File: src/rtl/wvs_pkg.sv
package wvs_pkg;
  // access permission: secure privileged always, non-secure privileged when enabled
  function automatic logic cfg_permit(logic secure, logic priv, logic ns_en);
    return priv & (secure | ns_en);
  endfunction
endpackage

File: src/rtl/wvs_lock_reg.sv
module wvs_lock_reg
  import wvs_pkg::*;
#(
  parameter int NUM_WAYS = 8,
  parameter int REG_W    = 32
) (
  input  logic                clk_i,
  input  logic                rst_ni,
  input  logic                cfg_req_i,
  input  logic                cfg_we_i,
  input  logic [REG_W-1:0]    cfg_wdata_i,
  input  logic                cfg_secure_i,
  input  logic                cfg_priv_i,
  input  logic                ns_en_i,
  output logic [NUM_WAYS-1:0] lock_mask_o,
  output logic                cfg_rsp_valid_o,
  output logic                cfg_undef_o,
  output logic [REG_W-1:0]    cfg_rdata_o
);
  logic [NUM_WAYS-1:0] mask_q;
  logic                permit;

  assign permit = cfg_permit(cfg_secure_i, cfg_priv_i, ns_en_i);

  always_ff @(posedge clk_i or negedge rst_ni) begin
    if (!rst_ni) begin
      mask_q          <= '0;
      cfg_rsp_valid_o <= 1'b0;
      cfg_undef_o     <= 1'b0;
      cfg_rdata_o     <= '0;
    end else begin
      cfg_rsp_valid_o <= cfg_req_i;
      cfg_undef_o     <= cfg_req_i & ~permit;
      cfg_rdata_o     <= '0;
      if (cfg_req_i && permit) begin
        if (cfg_we_i) mask_q <= cfg_wdata_i[NUM_WAYS-1:0];
        else          cfg_rdata_o <= REG_W'(mask_q);
      end
    end
  end

  assign lock_mask_o = mask_q;

  a_r8_user_no_effect: assert property (@(posedge clk_i) disable iff (!rst_ni)
    cfg_req_i && !cfg_priv_i |=> cfg_undef_o && $stable(mask_q));
  a_r7_ns_blocked: assert property (@(posedge clk_i) disable iff (!rst_ni)
    cfg_req_i && cfg_priv_i && !cfg_secure_i && !ns_en_i |=> cfg_undef_o && $stable(mask_q));
  a_r6_secure_ok: assert property (@(posedge clk_i) disable iff (!rst_ni)
    cfg_req_i && cfg_priv_i && cfg_secure_i |=> !cfg_undef_o);
  a_r10_cfg_latency: assert property (@(posedge clk_i) disable iff (!rst_ni)
    cfg_req_i |=> cfg_rsp_valid_o);
  a_r5_resv_zero: assert property (@(posedge clk_i) disable iff (!rst_ni)
    cfg_rsp_valid_o |-> cfg_rdata_o[REG_W-1:NUM_WAYS] == '0);
endmodule

File: src/rtl/wvs_rr_pick.sv
module wvs_rr_pick #(
  parameter int NUM_WAYS = 8,
  localparam int IDX_W   = $clog2(NUM_WAYS)
) (
  input  logic                clk_i,
  input  logic                rst_ni,
  input  logic                req_i,
  input  logic [NUM_WAYS-1:0] lock_mask_i,
  output logic                valid_o,
  output logic                none_o,
  output logic [IDX_W-1:0]    way_o
);
  logic [IDX_W-1:0] ptr_q, pick, idx, ptr_nxt;
  logic             found;

  // first unlocked way at or above the pointer, wrapping
  always_comb begin
    found = 1'b0;
    pick  = ptr_q;
    idx   = '0;
    for (int k = 0; k < NUM_WAYS; k++) begin
      idx = IDX_W'((int'(ptr_q) + k) % NUM_WAYS);
      if (!found && !lock_mask_i[idx]) begin
        found = 1'b1;
        pick  = idx;
      end
    end
  end

  assign ptr_nxt = (int'(pick) == NUM_WAYS-1) ? '0 : pick + 1'b1;

  always_ff @(posedge clk_i or negedge rst_ni) begin
    if (!rst_ni) begin
      ptr_q   <= '0;
      valid_o <= 1'b0;
      none_o  <= 1'b0;
      way_o   <= '0;
    end else begin
      valid_o <= req_i;
      none_o  <= req_i & ~found;
      way_o   <= (req_i && found) ? pick : '0;
      if (req_i && found) ptr_q <= ptr_nxt;
    end
  end

  a_r2_no_locked_pick: assert property (@(posedge clk_i) disable iff (!rst_ni)
    valid_o && !none_o |-> ((($past(lock_mask_i) >> way_o) & NUM_WAYS'(1)) == '0));
  a_r4_full_hold: assert property (@(posedge clk_i) disable iff (!rst_ni)
    req_i && (&lock_mask_i) |=> none_o && $stable(ptr_q));
  a_r4_free_alloc: assert property (@(posedge clk_i) disable iff (!rst_ni)
    req_i && !(&lock_mask_i) |=> !none_o);
  a_r10_alloc_latency: assert property (@(posedge clk_i) disable iff (!rst_ni)
    req_i |=> valid_o);
endmodule

File: src/rtl/way_victim_sel.sv
module way_victim_sel #(
  parameter int NUM_WAYS = 8,
  parameter int REG_W    = 32,
  localparam int IDX_W   = $clog2(NUM_WAYS)
) (
  input  logic             clk_i,
  input  logic             rst_ni,
  input  logic             alloc_req_i,
  output logic             alloc_valid_o,
  output logic             alloc_none_o,
  output logic [IDX_W-1:0] alloc_way_o,
  input  logic             cfg_req_i,
  input  logic             cfg_we_i,
  input  logic [REG_W-1:0] cfg_wdata_i,
  input  logic             cfg_secure_i,
  input  logic             cfg_priv_i,
  input  logic             ns_en_i,
  output logic             cfg_rsp_valid_o,
  output logic             cfg_undef_o,
  output logic [REG_W-1:0] cfg_rdata_o
);
  logic [NUM_WAYS-1:0] lock_mask;

  wvs_lock_reg #(.NUM_WAYS(NUM_WAYS), .REG_W(REG_W)) u_lock (
    .clk_i, .rst_ni, .cfg_req_i, .cfg_we_i, .cfg_wdata_i, .cfg_secure_i,
    .cfg_priv_i, .ns_en_i, .lock_mask_o(lock_mask), .cfg_rsp_valid_o,
    .cfg_undef_o, .cfg_rdata_o
  );

  wvs_rr_pick #(.NUM_WAYS(NUM_WAYS)) u_pick (
    .clk_i, .rst_ni, .req_i(alloc_req_i), .lock_mask_i(lock_mask),
    .valid_o(alloc_valid_o), .none_o(alloc_none_o), .way_o(alloc_way_o)
  );
endmodule

File: config.mk
export PLATFORM = sky130hd
export DESIGN_NAME = way_victim_sel
export DESIGN_NICKNAME = d
export VERILOG_FILES = /design/src/rtl/wvs_pkg.sv /design/src/rtl/wvs_lock_reg.sv /design/src/rtl/wvs_rr_pick.sv /design/src/rtl/way_victim_sel.sv
export SDC_FILE = /design/constraint.sdc
export NUM_CORES = 1
export LEC_CHECK = 0
export ABC_AREA = 0
export BUFFER_PORTS_ARGS = -buffer_cell sky130_fd_sc_hd__buf_2
export CORE_MARGIN = 2
export CORE_UTILIZATION = 35
export DETAILED_ROUTE_END_ITERATION = 16
export PLACE_DENSITY = 0.58
export SETUP_SLACK_MARGIN = 0.5
export SLEW_MARGIN = 20
export SYNTH_ARGS = -nofsm -noshare
export SYNTH_HDL_FRONTEND = slang
export SYNTH_SLANG_ARGS = --single-unit
File: constraint.sdc
create_clock -name clk_i -period 4.49 [get_ports clk_i]
set_input_delay 0.898 -clock clk_i [delete_from_list [all_inputs] [get_ports clk_i]]
set_output_delay 0.898 -clock clk_i [all_outputs]
set_load 0.1 [all_outputs]
### Word level (Yosys, flattened, before mapping)

Index checks and enable logic that the tools add are counted.

| storage, ports and cells | value |
|---|---|
| output and inout port bits | 39 |
| word-level logic and storage cells | 89 |
| input port bits | 40 |
| register bits | 50 |

| operators by class | value |
|---|---|
| mux-type cells | 35 |
| reduce and logical (&&, ||, !) cells | 23 |
| bitwise operators | 6 |
| add/sub/neg operators | 8 |
| eq/ne operators | 1 |
| $lt $le $gt $ge | 8 |

Operator list:

| operator | number |
|---|---|
| $lt A3 B4 Y1 const B | 8 |
| $mux W3 | 9 |
| $bmux W1 S3 | 8 |
| $mux W1 | 16 |
| $mux W8 | 2 |
| $logic_not A1 Y1 | 13 |
| $add A3 B3 Y3 const B | 4 |
| $logic_and A1 B1 Y1 | 9 |
| $add A3 B1 Y3 const B | 2 |
| $add A3 B2 Y3 const B | 2 |
| $and A1 B1 Y1 | 3 |
| $eq A3 B1 Y1 const B | 1 |
| $not A1 Y1 | 2 |
| $reduce_and A2 Y1 | 1 |
| $or A1 B1 Y1 | 1 |

### Depth between registers and ports, before layout

| depth | value |
|---|---|
| depth in word-level cells | 26 |
| mapped depth | 18 |
| depth with buffers taken out | 14 |

### By module

Synthesis repeated with hierarchy kept, for this count alone.

| second synthesis, totals | value |
|---|---|
| cells, all modules | 177 |
| area, all modules | 1989.4 um^2 |

Modules (own cells, without submodules):

| module | area an instance (um^2) | times used | cells an instance | sequential area each (um^2) |
|---|---|---|---|---|
| wvs_rr_pick | 1148.6 | 1 | 113 | 200.2 |
| wvs_lock_reg | 840.8 | 1 | 64 | 450.4 |

### Worst setup path before layout

No wires, ideal clock.

| timing | value |
|---|---|
| kind | register -> register |
| start point | register u_pick.ptr_q[0] |
| end point | register u_pick.ptr_q[0] |
| cell stages (with the launch flop) | 18 |
| period minus slack after synthesis | 3.662 ns |
| path slack | 0.828 ns |
| data required time | 4.386 ns |
| path buffers | 3 |
| library setup time | 0.104 ns |
| arrival time | 3.559 ns |
| cell sequence | dfrtp_1 > buf_6 > buf_2 > inv_1 > ha_1 > buf_2 > mux4_1 > mux2i_1 > nor3b_1 > o21ai_0 > a21oi_1 > nor2_1 > xnor2_1 > ha_1 > ha_1 > nor2_1 > or4b_1 > o311ai_1 |

| on the way | value |
|---|---|
| cells in the longest elaborated chain, start to end | 26 |
| elaborated cells on any way between the ends | 62 |
| those cells by class | add/sub (8); eq/ne (1); mux (32); reduce/logical (21) |

RTL lines:

| element | line | text |
|---|---|---|
| start, declared | wvs_rr_pick.sv:13 | `logic [IDX_W-1:0] ptr_q, pick, idx, ptr_nxt;` |
| start signal, assigned | wvs_rr_pick.sv:42 | `if (req_i && found) ptr_q <= ptr_nxt;` |
| $add A3 B1 Y3 | wvs_rr_pick.sv:22 | `idx = IDX_W'((int'(ptr_q) + k) % NUM_WAYS);` |
| $bmux W1 S3 | wvs_rr_pick.sv:23 | `if (!found && !lock_mask_i[idx]) begin` |
| $mux W1 (implied by the code) | wvs_rr_pick.sv:23 |  |
| $logic_not A1 Y1 | wvs_rr_pick.sv:23 |  |
| $logic_and A1 B1 Y1 | wvs_rr_pick.sv:23 |  |
| $mux W1 | wvs_rr_pick.sv:23 |  |
| $logic_not A1 Y1 | wvs_rr_pick.sv:23 |  |
| $logic_and A1 B1 Y1 | wvs_rr_pick.sv:23 |  |
| [10 not listed] | -- |  |
| $logic_not A1 Y1 | wvs_rr_pick.sv:23 |  |
| $logic_and A1 B1 Y1 | wvs_rr_pick.sv:23 |  |
| $mux W1 | wvs_rr_pick.sv:23 |  |
| $logic_not A1 Y1 | wvs_rr_pick.sv:23 |  |
| $logic_and A1 B1 Y1 | wvs_rr_pick.sv:23 |  |
| $mux W3 | wvs_rr_pick.sv:23 |  |
| $add A3 B1 Y3 or $eq A3 B1 Y1 (tied branches) | wvs_rr_pick.sv:30 | `assign ptr_nxt = (int'(pick) == NUM_WAYS-1) ? '0 : pick + 1'b1;` |
| $mux W3 | wvs_rr_pick.sv:30 |  |

Several ways; a longest one is shown, not always the timed one. The select of a mux whose other input is x is not followed.
A chain may end at the register's enable or synchronous reset.

### Worst setup path in the final report

Same ends and word-level chain as after synthesis.

==> summary.md <==
| Metric | Value |
|---|---|
| Status | `finished, final reports clean` |
| Synth-to-Final Area Change | `10.2%` |
| EDFF count, synth | `0` |
| Full die area | `0.00675 mm²` |
| WP data arrival | `3.86 ns` |
| Fin util | `0.398` |
| Worst VDD drop | `0.000285 V` |
| Simple logic cell fraction of the synthesized area | `0.176` |
| Routed WL | `4410 µm` |
| Max-Cap Viols | `0` |
| GRT overflow | `0` |
| CP Capture Type | `flip-flop` |
| H-tree levels | `1` |
| HP Class | `input pin to asynchronous set/reset pin` |
| Largest family of logic cells by synthesized area | `multiplexers` |
| Latest clock arrival within the worst-skew pair | `0.27 ns` |
| NumNets Final | `283` |
| Die X | `82.2 µm` |
| Per-cell routed wire length | `14.1 µm` |
| Placer Congestion | `0.788` |
| Max Slew Vio Count | `0` |
| WP data required | `4.66 ns` |
| Highest Clock Rate | `271 MHz` |
| Tot Pwr | `2.22 mW` |
| Worst Setup Path Type | `flip-flop to flip-flop` |
| Largest net degree at the start of global routing | `27` |
| Worst-path clk slew | `0.10 ns` |
| Clk_skew | `0.00973 ns` |
| DR pass1 iterations | `4` |
| Top FF cell, synth | `dfrtp_1` |
| CTS Root Cell | `clkbuf_8` |
| Post-CTS sizing | `0` |
| Dpl cells | `309` |
| Final hold vios | `0` |
| First DRT Iteration DRCs | `89` |
| Via count | `1594` |
| I/O pins | `79` |
| Fillers | `601` |
| GRT Util Overall | `0.138` |
| Relative slew margins | `0.485` |
| Final worst path period share | `0.821` |
| Post-synthesis mux area share | `0.243` |
| Number of core rows | `28` |
| Pwr dens | `942 mW/mm²` |
| Vias in the first global route | `1475` |
| Post-synthesis sequential area ratio | `0.304` |
| Startpoint types | `flip-flop` |
| Synth Area in Compound Gates | `0.115` |
| Post-CTS Hold Buffers | `0` |
| Synthesized area | `0.00214 mm²` |
| DIE HEIGHT | `82.2 µm` |
| Ys Warns | `0` |
| Seq cells post-synth | `26` |
| PortBufs | `30` |
| Cts bufs inserted | `3` |
| Syn Inst Count | `208` |
| RSZ-0062 raised after global routing | `false` |
| Clock Path Buffers | `2` |
| Slack of the worst reg-to-reg path | `0.81 ns` |
| Post-route DRC violation count | `0` |
| Final Critical Period | `3.68 ns` |
| Distinct cells, synth | `56` |
| Adder-cell area share of the yosys netlist | `0.0234` |
| Routed Antenna Nets | `0` |
| Dpl hpwl | `3300 µm` |
| Ant diodes | `0` |
| Initial Util | `0.361` |
| Initial antenna violation count | `0` |
| Actual slew at the worst max-slew pin | `0.772 ns` |
| Final Setup Violations | `0` |
| TritonCTS clock tree | `yes` |
| Finished Layout Cells | `313` |
| Core area | `0.00592 mm²` |
| Post-synthesis xor/xnor area fraction | `0.0246` |
| Setup TNS | `0 ns` |
| # clock sinks | `26` |
| Post-synth ARST share | `1.00` |
| Vias per Instance | `5.09` |
| Postcts setup bufs | `0` |
| Pleak | `1.09 nW` |
| Share of cells above drive strength 1 | `0.290` |
| Max FO, Critical Path | `9` |
| Avg Inst Size Synth | `10.3 µm²` |
| First-pass GRT wire length | `7220 µm` |
## cell usage after synthesis, drive strengths merged, types with 5 or more instances
| cell | n | area share |
|---|---|---|
| and2 | 10 | 0.029 |
| a21oi | 7 | 0.016 |
| mux4 | 8 | 0.086 |
| dfrtp | 26 | 0.30 |
| nor2b | 8 | 0.027 |
| nor2 | 9 | 0.019 |
| nand2 | 12 | 0.025 |
| mux2i | 17 | 0.087 |
| o21ai | 9 | 0.021 |
| nor3b | 5 | 0.018 |
| buf | 32 | 0.11 |
| mux2 | 13 | 0.070 |
## cell families (layout without fill, tap and decap cells)
kind of cell | after synthesis | after routing
compound gates | 36 | 36
flops | 26 | 26
simple gates | 61 | 61
fa+ha+maj | 4 | 4
mux | 38 | 38
xor+xnor | 6 | 6
buf+inv | 36 | 43
other cells | 1 | 24
## placed cells by master, fill, tap and decap left out, types with 2 or more instances in the layout
cell type  netlist  final
a21oi_1          7      7
a22oi_1          4      4
and2_1          10     10
buf_2            6     30
buf_4           24      6
clkbuf_8         0      3
conb_1           1     24
dfrtp_1         26     26
ha_1             4      4
inv_1            3      3
mux2_2          12     12
mux2i_1         15     15
mux4_2           7      7
nand2_1         11     11
nand3_1          4      4
nand4_1          2      2
nor2_1           8      8
nor2b_1          7      7
nor3b_1          5      5
o211ai_1         2      2
o21ai_0          8      8
o22ai_1          2      2
or4b_1           2      2
xnor2_1          3      3
xor2_1           3      3
## power breakdown
| group | total, mW | switching [mW] | internal, mW |
|---|---|---|---|
| clock | 0.197 | 0.0775 | 0.119 |
| combinational | 1.68 | 0.966 | 0.711 |
| sequential | 0.347 | 0.0667 | 0.280 |
| total | 2.22 | 1.11 | 1.11 |
## final timing paths
kind | startpoint | to | cells past startpoint
worst min register to register | u_lock.lock_mask_o[2] | u_lock.cfg_rdata_o[2] | 1
min in group clk_i | u_lock.lock_mask_o[2] | u_lock.cfg_rdata_o[2] | 1
worst min-delay path | rst_ni | u_lock.lock_mask_o[4] | 1
worst max-delay path | u_pick.ptr_q[0] | u_pick.ptr_q[0] | 14
max in group asynchronous | rst_ni | u_lock.cfg_rdata_o[4] | 1
worst max register to register | u_pick.ptr_q[0] | u_pick.ptr_q[0] | 14
## layer usage
layer	track usage	share of wire	vias to the layer above
li1	-	-	768
met1	0.185	0.45	787
met5	0	0	-
met3	0.0141	0.030	2
met4	0.0383	0.0075	0
met2	0.236	0.51	37
## registers in the layout (all words and copies together), names as in the netlist
name and count:
u_pick.none_o 1, u_pick.way_o 3, u_lock.cfg_undef_o 1, u_lock.cfg_rsp_valid_o 1, u_pick.valid_o 1, u_pick.ptr_q 3, u_lock.cfg_rdata_o 8, u_lock.lock_mask_o 8
## critical path: stages (launching register included)
cell,delay (ns)
dfrtp_1,0.36
inv_1,0.08
ha_1,0.53
mux4_1,0.49
mux2_4,0.34
o21ai_1,0.12
o21ai_0,0.09
a21oi_1,0.33
nor2_1,0.12
xnor2_1,0.14
ha_1,0.19
ha_1,0.20
nor2_1,0.08
or4b_1,0.43
o311ai_1,0.09
## cell type report
class / count / area [µm²] / area share
timing repair buffer: 36 / 195 / 0.0828
multi-input combinational: 169 / 1340 / 0.566
tap: 75 / 93.8 / 0.0398
sequential: 26 / 651 / 0.276
clock inverter: 1 / 30.0 / 0.0127
inverter: 3 / 11.3 / 0.00478
clock buffer: 3 / 41.3 / 0.0175
## metrics by stage
step                      worst slack, ns  cell area [µm²]  hold WS [ns]
final                               0.805             2360         0.610
after detailed placement            0.826             2290         0.638
after CTS                           0.797             2360         0.623
after global routing                0.569             2360         0.659
after floorplan                     0.828             2230         0.553
after global placement              0.885             2290         0.626
(Power assumes the default switching activity.)
